==> config.mk <==
export PLATFORM = sky130hd
export DESIGN_NAME = gpio_edge_ctrl
export DESIGN_NICKNAME = d
export VERILOG_FILES = /design/src/rtl/gpio_pkg.sv /design/src/rtl/gpio_sync.sv /design/src/rtl/gpio_edge.sv /design/src/rtl/gpio_regs.sv /design/src/rtl/gpio_edge_ctrl.sv
export SDC_FILE = /design/constraint.sdc
export NUM_CORES = 1
export LEC_CHECK = 0
export BUFFER_PORTS_ARGS = -buffer_cell sky130_fd_sc_hd__buf_2
export CORE_MARGIN = 3
export CORE_UTILIZATION = 51
export CTS_BUF_LIST = sky130_fd_sc_hd__clkbuf_4 sky130_fd_sc_hd__clkbuf_8
export CTS_CLUSTER_SIZE = 8
export DETAILED_ROUTE_END_ITERATION = 16
export PLACE_DENSITY = 0.78
export SYNTH_ARGS = -nofsm -noshare
export SYNTH_HDL_FRONTEND = slang
export SYNTH_SLANG_ARGS = --single-unit
export TNS_END_PERCENT = 50
==> constraint.sdc <==
create_clock -name clk -period 1.54 [get_ports clk]
set_clock_uncertainty 0.15 [all_clocks]
set_input_delay 0.308 -clock clk [delete_from_list [all_inputs] [get_ports clk]]
set_output_delay 0.308 -clock clk [all_outputs]
set_load 0.05 [all_outputs]
==> src/rtl/gpio_pkg.sv <==
// Shared constants and the register-view selector for the pin controller.
package gpio_pkg;
    localparam int DATA_W = 32;

    // Word index of each register view (byte address bits 4:2).
    typedef enum logic [2:0] {
        SEL_LEVEL = 3'd0,
        SEL_DIR   = 3'd1,
        SEL_SET   = 3'd2,
        SEL_CLR   = 3'd3,
        SEL_RISE  = 3'd4,
        SEL_FALL  = 3'd5,
        SEL_FLAG  = 3'd6,
        SEL_ALT   = 3'd7
    } reg_sel_e;
endpackage

==> src/rtl/gpio_sync.sv <==
// Two-stage synchronizer for a vector of asynchronous pin inputs.
// Assumes each bit is independent; no multi-bit coherence is promised.
module gpio_sync #(
    parameter int W = 28
) (
    input  logic         clk,
    input  logic         rst_n,
    input  logic [W-1:0] async_in,
    output logic [W-1:0] sync_out
);
    logic [W-1:0] meta_q;
    logic [W-1:0] sync_q;

    // Shift the raw levels through two registers.
    always_ff @(posedge clk) begin
        if (!rst_n) begin
            meta_q <= '0;
            sync_q <= '0;
        end else begin
            meta_q <= async_in;
            sync_q <= meta_q;
        end
    end

    assign sync_out = sync_q;
endmodule

==> src/rtl/gpio_edge.sv <==
// Per-pin edge capture: compares the synchronized level with its previous
// value, qualifies by rising/falling enables and keeps sticky flags.
// Assumes clr_mask is a one-cycle pulse from the register file; a capture
// in the same cycle as a clear wins.
module gpio_edge #(
    parameter int W = 28
) (
    input  logic         clk,
    input  logic         rst_n,
    input  logic [W-1:0] level,
    input  logic [W-1:0] rise_en,
    input  logic [W-1:0] fall_en,
    input  logic [W-1:0] clr_mask,
    output logic [W-1:0] hit,
    output logic [W-1:0] flags
);
    logic [W-1:0] level_d;
    logic [W-1:0] flags_q;

    // Remember the previous synchronized level.
    always_ff @(posedge clk) begin
        if (!rst_n) level_d <= '0;
        else        level_d <= level;
    end

    // Qualify transitions per pin by polarity enable.
    generate
        for (genvar i = 0; i < W; i++) begin : g_det
            assign hit[i] = (rise_en[i] &  level[i] & ~level_d[i])
                          | (fall_en[i] & ~level[i] &  level_d[i]);
        end
    endgenerate

    // Sticky flags: new captures set, write-one clears, capture has priority.
    always_ff @(posedge clk) begin
        if (!rst_n) flags_q <= '0;
        else        flags_q <= hit | (flags_q & ~clr_mask);
    end

    assign flags = flags_q;

    // a flag not written with 1 never drops.
    p_flag_sticky_r7: assert property (@(posedge clk) disable iff (!rst_n)
        $past(rst_n) |-> (($past(flags_q) & ~$past(clr_mask) & ~flags_q) == '0));

    // a capture always leaves its flag set, even under a clear.
    p_edge_wins_r8: assert property (@(posedge clk) disable iff (!rst_n)
        $past(rst_n) |-> (($past(hit) & ~flags_q) == '0));

    // a flag only rises where a capture was seen the cycle before.
    p_flag_source_r6: assert property (@(posedge clk) disable iff (!rst_n)
        $past(rst_n) |-> ((flags_q & ~$past(flags_q) & ~$past(hit)) == '0));
endmodule

==> src/rtl/gpio_regs.sv <==
// Register file for the pin controller: decodes the word-addressed bus,
// holds direction, latch, enables and peripheral selects, produces a
// one-cycle flag-clear mask and the read multiplexer.
// Assumes single-cycle writes and combinational reads; W <= DATA_W.
module gpio_regs
    import gpio_pkg::*;
#(
    parameter int W      = 28,
    parameter int ADDR_W = 5
) (
    input  logic              clk,
    input  logic              rst_n,
    input  logic [ADDR_W-1:0] bus_addr,
    input  logic              bus_we,
    input  logic [DATA_W-1:0] bus_wdata,
    output logic [DATA_W-1:0] bus_rdata,
    input  logic [W-1:0]      level,
    input  logic [W-1:0]      flags,
    output logic [W-1:0]      dir_q,
    output logic [W-1:0]      latch_q,
    output logic [W-1:0]      rise_q,
    output logic [W-1:0]      fall_q,
    output logic [W-1:0]      alt_q,
    output logic [W-1:0]      clr_mask
);
    reg_sel_e     sel;
    logic [W-1:0] wd;
    logic         wr_dir, wr_set, wr_clr, wr_rise, wr_fall, wr_flag, wr_alt;
    logic         unused_bits;

    assign sel = reg_sel_e'(bus_addr[4:2]);
    assign wd  = bus_wdata[W-1:0];
    assign unused_bits = ^{bus_addr[1:0], bus_wdata[DATA_W-1:W]};

    // Decode one write strobe per view.
    always_comb begin
        wr_dir  = bus_we && (sel == SEL_DIR);
        wr_set  = bus_we && (sel == SEL_SET);
        wr_clr  = bus_we && (sel == SEL_CLR);
        wr_rise = bus_we && (sel == SEL_RISE);
        wr_fall = bus_we && (sel == SEL_FALL);
        wr_flag = bus_we && (sel == SEL_FLAG);
        wr_alt  = bus_we && (sel == SEL_ALT);
    end

    // Plain read/write configuration views.
    always_ff @(posedge clk) begin
        if (!rst_n) begin
            dir_q  <= '0;
            rise_q <= '0;
            fall_q <= '0;
            alt_q  <= '0;
        end else begin
            if (wr_dir)  dir_q  <= wd;
            if (wr_rise) rise_q <= wd;
            if (wr_fall) fall_q <= wd;
            if (wr_alt)  alt_q  <= wd;
        end
    end

    // Output latch, changed only by bit-set and bit-clear writes.
    always_ff @(posedge clk) begin
        if (!rst_n)      latch_q <= '0;
        else if (wr_set) latch_q <= latch_q | wd;
        else if (wr_clr) latch_q <= latch_q & ~wd;
    end

    // One-cycle mask of flags to clear.
    assign clr_mask = wr_flag ? wd : '0;

    // Read multiplexer; write-only views return zero.
    always_comb begin
        bus_rdata = '0;
        case (sel)
            SEL_LEVEL: bus_rdata[W-1:0] = level;
            SEL_DIR:   bus_rdata[W-1:0] = dir_q;
            SEL_RISE:  bus_rdata[W-1:0] = rise_q;
            SEL_FALL:  bus_rdata[W-1:0] = fall_q;
            SEL_FLAG:  bus_rdata[W-1:0] = flags;
            SEL_ALT:   bus_rdata[W-1:0] = alt_q;
            default:   bus_rdata = '0;
        endcase
    end

    // after a set write every written-one bit is high.
    p_set_bits_r3: assert property (@(posedge clk) disable iff (!rst_n)
        ($past(rst_n) && $past(wr_set)) |-> ((latch_q & $past(wd)) == $past(wd)));

    // after a clear write every written-one bit is low.
    p_clr_bits_r4: assert property (@(posedge clk) disable iff (!rst_n)
        ($past(rst_n) && $past(wr_clr)) |-> ((latch_q & $past(wd)) == '0));

    // the latch holds when neither write-only view is written.
    p_latch_hold_r3: assert property (@(posedge clk) disable iff (!rst_n)
        ($past(rst_n) && !$past(wr_set) && !$past(wr_clr)) |-> $stable(latch_q));
endmodule

==> src/rtl/gpio_edge_ctrl.sv <==
// Top of the pin controller: synchronizer, edge capture, register file and
// per-pin output steering between the GPIO latch and a peripheral.
// Assumes pads, peripherals and low-power states live outside this block.
module gpio_edge_ctrl
    import gpio_pkg::*;
#(
    parameter int PINS   = 28,
    parameter int ADDR_W = 5
) (
    input  logic              clk,
    input  logic              rst_n,
    input  logic [ADDR_W-1:0] bus_addr,
    input  logic              bus_we,
    input  logic [DATA_W-1:0] bus_wdata,
    output logic [DATA_W-1:0] bus_rdata,
    input  logic [PINS-1:0]   pin_in,
    output logic [PINS-1:0]   pin_out,
    output logic [PINS-1:0]   pin_oe,
    input  logic [PINS-1:0]   periph_out,
    input  logic [PINS-1:0]   periph_oe,
    output logic              irq
);
    logic [PINS-1:0] level, hit, flags, clr_mask;
    logic [PINS-1:0] dir_q, latch_q, rise_q, fall_q, alt_q;

    gpio_sync #(.W(PINS)) u_sync (
        .clk      (clk),
        .rst_n    (rst_n),
        .async_in (pin_in),
        .sync_out (level)
    );

    gpio_edge #(.W(PINS)) u_edge (
        .clk      (clk),
        .rst_n    (rst_n),
        .level    (level),
        .rise_en  (rise_q),
        .fall_en  (fall_q),
        .clr_mask (clr_mask),
        .hit      (hit),
        .flags    (flags)
    );

    gpio_regs #(.W(PINS), .ADDR_W(ADDR_W)) u_regs (
        .clk       (clk),
        .rst_n     (rst_n),
        .bus_addr  (bus_addr),
        .bus_we    (bus_we),
        .bus_wdata (bus_wdata),
        .bus_rdata (bus_rdata),
        .level     (level),
        .flags     (flags),
        .dir_q     (dir_q),
        .latch_q   (latch_q),
        .rise_q    (rise_q),
        .fall_q    (fall_q),
        .alt_q     (alt_q),
        .clr_mask  (clr_mask)
    );

    // Per-pin steering of data and enable.
    generate
        for (genvar i = 0; i < PINS; i++) begin : g_pin
            assign pin_out[i] = alt_q[i] ? periph_out[i] : latch_q[i];
            assign pin_oe[i]  = alt_q[i] ? periph_oe[i]  : dir_q[i];
        end
    endgenerate

    // Interrupt: any pending flag.
    assign irq = |flags;

    // the interrupt only rises after a capture in the previous cycle.
    p_irq_cause_r9: assert property (@(posedge clk) disable iff (!rst_n)
        ($past(rst_n) && irq && !$past(irq)) |-> ($past(hit) != '0));

    // the cycle after a reset edge the interrupt is low.
    p_reset_quiet_r11: assert property (@(posedge clk)
        $past(!rst_n) |-> !irq);
endmodule

## Yosys cells after proc, flatten, opt, wreduce, memory -nomap -nowiden

Cells that the tools add are included.

- Register bits: 252
- Bits of input ports: 124
- Output and inout bits: 89

- Eq/ne operators: 7
- Muxes and demuxes: 60
- Bitwise logic cells: 202
- Reduce and logical (&&, ||, !) cells: 10

Operator list:

| operator | number |
|---|---|
| 28-bit case mux with 6 select lines | 1 |
| 1-bit bitwise AND | 112 |
| 28-bit 2-to-1 mux | 3 |
| 28-bit bitwise AND | 2 |
| 1-bit 2-to-1 mux | 56 |
| 1-bit NOT | 56 |
| 28-bit NOT | 2 |
| 28-bit OR | 2 |
| 1-bit OR | 28 |
| 28-bit OR reduction | 1 |
| 3-bit == test (second input constant) | 4 |
| 1-bit logical AND | 7 |
| 3-bit by 2-bit == test with 1-bit output (second input constant) | 2 |
| 3-bit by 1-bit == test with 1-bit output (second input constant) | 1 |
| 3-bit zero test | 1 |
| 2-bit nonzero test | 1 |

## Depth between registers and ports, before layout

- Word-level depth: 6
- Mapped depth: 6
- Gate-level depth less buffers: 3

## Hierarchy

Synthesis repeated with hierarchy kept, for this count alone.

- Cells, all modules: 1308
- Area total of the unflattened synthesis: 11955.2 µm²

By module, submodules not included:

| module | times used | cells an instance | area each (µm²) | seq. area each (µm²) |
|---|---|---|---|---|
| gpio_regs | 1 | 833 | 7108.1 | 2802.7 |
| gpio_edge | 1 | 292 | 2625.0 | 1121.1 |
| gpio_sync | 1 | 118 | 1532.7 | 1121.1 |
| gpio_edge_ctrl | 1 | 65 | 689.4 | 0.0 |

## Least setup slack after synthesis

OpenSTA, ideal clock, no wires.

- Kind: input-to-output
- Start point: input bus_addr[4]
- End point: output bus_rdata[12]
- Data arrival time: 1.486 ns
- Path slack: -0.404 ns
- Stages on the path: 6
- Buffers on the path: 3
- Cells stage by stage: buf_6 and3_1 buf_6 buf_2 a22oi_1 nand3_1

- Word-level cells in the longest chain between the ends: 2
- Elaborated cells between the ends (all ways): 7
- Classes of those cells: 5 x eq/ne; 1 x mux; 1 x reduce/logical

RTL lines:

| element | line | text |
|---|---|---|
| start, declared | gpio_edge_ctrl.sv:12 | `input logic [ADDR_W-1:0] bus_addr,` |
| 3-bit == test, or another cell as far along | gpio_regs.sv:74 | `case (sel)` |
| 28-bit case mux with 6 select lines * | gpio_regs.sv:74 |  |
| end, declared | gpio_edge_ctrl.sv:15 | `output logic [DATA_W-1:0] bus_rdata,` |

Every way passes the cells marked *; elsewhere a longest branch is shown, timed or not.

## Worst setup path after layout

- Start point: register u_edge.flags_q[11] (netlist: u_edge.flags[11])
- End point: output irq

- Word-level cells in the longest chain between the ends: 1

RTL lines:

| element | line | text |
|---|---|---|
| start, declared | gpio_edge.sv:18 | `logic [W-1:0] flags_q;` |
| start signal, assigned | gpio_edge.sv:37 | `else flags_q <= hit \| (flags_q & ~clr_mask);` |
| 28-bit OR reduction | gpio_edge_ctrl.sv:70 | `assign irq = \|flags;` |
| end, declared | gpio_edge_ctrl.sv:21 | `output logic irq` |

No other way between the ends.

==> flow_summary.toml <==
[status]
status = "complete, but fails checks"
failed_checks = "negative setup slack"

[grt]
total_overflow_reported_by_the_global_router = 0
grt_first_pass_wirelength_mm = 56.5
antenna_found_initial = 0
largest_net_degree_at_the_start_of_global_routing = 49
grt_usage_pct = 32.2
first_global_vias = 10633

[logic_synthesis]
synth.top_cell.area_share_pct = 48.8
yosysMostFrequentCell = "sky130_fd_sc_hd__dfxtp_1"
netlist_instances = 1089
synth.avg_cell_area_um2 = 9.50
seq_area_frac_synth_pct = 48.8
syn_area_um2 = 10300
synth-main-ff-cell = "sky130_fd_sc_hd__dfxtp_1"
netlist_top_cells_count = "sky130_fd_sc_hd__dfxtp_1, sky130_fd_sc_hd__nand3_1, sky130_fd_sc_hd__o21ai_0, sky130_fd_sc_hd__nand2_1"
synth_cell_type_count = 30
synth_area_leaders = "sky130_fd_sc_hd__dfxtp_1, sky130_fd_sc_hd__nand3_1, sky130_fd_sc_hd__o21ai_0"
synth_edf_count = 0
synth.ff_latch_count = 252
netlist.top_cell.by_area = "sky130_fd_sc_hd__dfxtp_1"
synth_warnings = 0
proportion_of_register_bits_with_asynchronous_set_or_reset_after_synthesis_pct = 0

[worst_setup_path]
worstSetupStartpoint = "u_edge.flags[11]"
worstSetupEndpoint = "irq"
cp-end-kind = "primary output"
startpoint_type = "flip-flop"
r2r-start = "u_sync.sync_out[18]"
reg2reg_setup_slack_ps = 380
cp_max_fo = 2
worstPathRequired_ps = 1080
critical_path.reg2reg.endpoint = "u_edge.flags[18]"
crit_arrival_ps = 1880
r2r.worst_path.cells = 3
worstSetupPathType = "flip-flop to primary output"

[sta]
timing.final.max_slew_violations = 0
final_hold_viol_count = 0
rsz0062_at_grt = "yes"
achievable-frequency_ghz = 0.427
tns_ps = -27860
final.period_utilization_pct = 152
final_period_minus_worst_setup_slack_ps = 2340
postLayoutSetupSlackWorst_ps = -803
setup_viol = 85

[place]
place_worst_setup_slack_ps = -574
placedCellCount = 1561
gpl.final_weighted_congestion = 0.856
detailed_place.area_um2 = 12700
detailed_place_hpwl_mm = 19.8
io_buffers = 202

[final_layout]
finish.net_count = 1544
share_of_layout_cells_above_drive_strength_1_pct = 44.5
finish.instance_area_um2 = 15900
areaGrowthSynthToFinish_pct = 53.2
layoutNonFillerInstCount = 1716

[drt]
drt-wirelength-per-cell_um = 21.3
drt-initial-drc-count = 693
vias = 10075
detail_route.first_pass.iterations = 7
drt_drc_violations_left = 0
postRouteWirelength_mm = 36.6
vias_per_cell = 5.87
postRouteAntennaNets = 0

[clock_network]
cts_max_level = 2
clock_insertion_delay_worst_skew_ps = 540
clk_path_buf_depth = 3
numClockSinks = 252
clock_pin_slew_on_the_worst_setup_and_hold_paths_ps = 60
cts.root.buffer_cell = "sky130_fd_sc_hd__clkbuf_8"
tritoncts = "built"
numCtsBuffers = 42

[power_and_ir_drop]
total_leakage_power_nw = 6.53
share_clk_of_total_power_pct = 42.2
power_frac_seq_pct = 45.9
cellInternalPower_mw = 11.1
comb_power_share_pct = 12.0
pwr_density_cell_nw_per_um2 = 936
ir_worst_vdd_mv = 0.698
p_sw_share_pct = 25.5
netSwitchingPower_mw = 3.79

[floorplan]
placement_rows = 51
floorplan.die.width_um = 148
die_area_um2 = 22000
die_height_um = 148
num_io_pins = 213
initial_utilization_pct = 52.5
floorplan_core_area_um2 = 19700

[min_path]
hold_path.class = "primary input to flip-flop"

[job]
max_cap_viol_count = 0
## worst max-delay path, stage by stage (launching register included)
cell,delay (ps)
sky130_fd_sc_hd__dfxtp_2,330
sky130_fd_sc_hd__nor4_2,460
sky130_fd_sc_hd__buf_4,190
sky130_fd_sc_hd__nand4_1,160
sky130_fd_sc_hd__buf_6,200
## power by group through the flow
stage                     Clock (mW)  Sequential (mW)  Combinational, mW
after floorplan                    0             6.92              0.838
after CTS                       6.24             6.79               1.67
after global placement             0             6.95               1.30
after detailed placement           0             6.96               1.32
final                           6.26             6.80               1.78
after global routing            6.58             6.82               1.86
## worst min-delay path by stage
| stage | start | cells after the start | slack (ps) | endpoint |
|---|---|---|---|---|
| after floorplan | u_sync.meta_q[0] | 1 | 260 | u_sync.sync_out[0] |
| after global placement | u_sync.meta_q[21] | 1 | 260 | u_sync.sync_out[21] |
| after detailed placement | u_sync.meta_q[10] | 1 | 270 | u_sync.sync_out[10] |
| after CTS | rst_n | 3 | 40 | flip-flop |
| after global routing | rst_n | 2 | 80 | u_sync.sync_out[4] |
| final | rst_n | 2 | 90 | u_sync.sync_out[4] |
## layout make-up
| type | count | area (µm²) |
|---|---|---|
| Tap cell | 265 | 332 |
| Timing Repair Buffer | 370 | 3680 |
| Clock buffer | 72 | 885 |
| Fill cell | 1068 | 3860 |
| Clock inverter | 2 | 12.5 |
| Sequential cell | 252 | 5190 |
| Multi-Input combinational cell | 754 | 5750 |
| Antenna cell | 1 | 2.50 |
## routing by layer
| metal | share of wire, % | wire length [µm] | track usage, % |
|---|---|---|---|
| met1 | 38 | 13900 | 38.1 |
| met2 | 50 | 18400 | 55.6 |
| met3 | 7.5 | 2730 | 6.40 |
| met4 | 4.4 | 1610 | 16.3 |
| met5 | 0 | 0 | 0 |
## layout by cell type, fill, tap and decap left out, types with 26 or more instances in the layout
cell type                       Yosys  layout
sky130_fd_sc_hd__buf_4              7      51
sky130_fd_sc_hd__and2_1            84      84
sky130_fd_sc_hd__buf_2             22     113
sky130_fd_sc_hd__buf_8              2      48
sky130_fd_sc_hd__mux2i_1           28      28
sky130_fd_sc_hd__a22oi_2            0      83
sky130_fd_sc_hd__nand2_1          112     112
sky130_fd_sc_hd__nand3b_1          28      28
sky130_fd_sc_hd__buf_6             14      70
sky130_fd_sc_hd__o21a_1            28      28
sky130_fd_sc_hd__dfxtp_1          252     197
sky130_fd_sc_hd__nand3_1          140     112
sky130_fd_sc_hd__mux2_4             0      33
sky130_fd_sc_hd__dfxtp_4            0      29
sky130_fd_sc_hd__dfxtp_2            0      26
sky130_fd_sc_hd__o21ai_0          140     140
sky130_fd_sc_hd__clkbuf_8           0      56
sky130_fd_sc_hd__buf_12             0      26
sky130_fd_sc_hd__dlygate4sd3_1      0      56
## repair_timing
action                                  in CTS  in global routing
hold endpoints to repair                   174                  0
endpoints found under the setup margin      85                 85
gates resized for setup                    392                 43
setup buffers                               11                 12
hold buffers                                56                  0
gates cloned                                 4                  2
pin swaps                                   69                 18
## per-stage QoR
stage               total power, mW  utilization [%]  hold WS [ps]
finish                         14.8             80.4          92.0
global route                   15.3             80.4          78.1
CTS                            14.7             79.0          42.6
detailed placement             8.28             64.3           269
global placement               8.25             64.3           263
floorplan                      7.75                -           262
## cell families after synthesis
kind of cell	share of synthesized area, %
other	0.0362
AOI/OAI and AO/OA	17.7
buffers and inverters	4.87
and+or+nand+nor	19.9
muxes	8.80
DFF	48.8
Power figures use the tool's default switching activity.
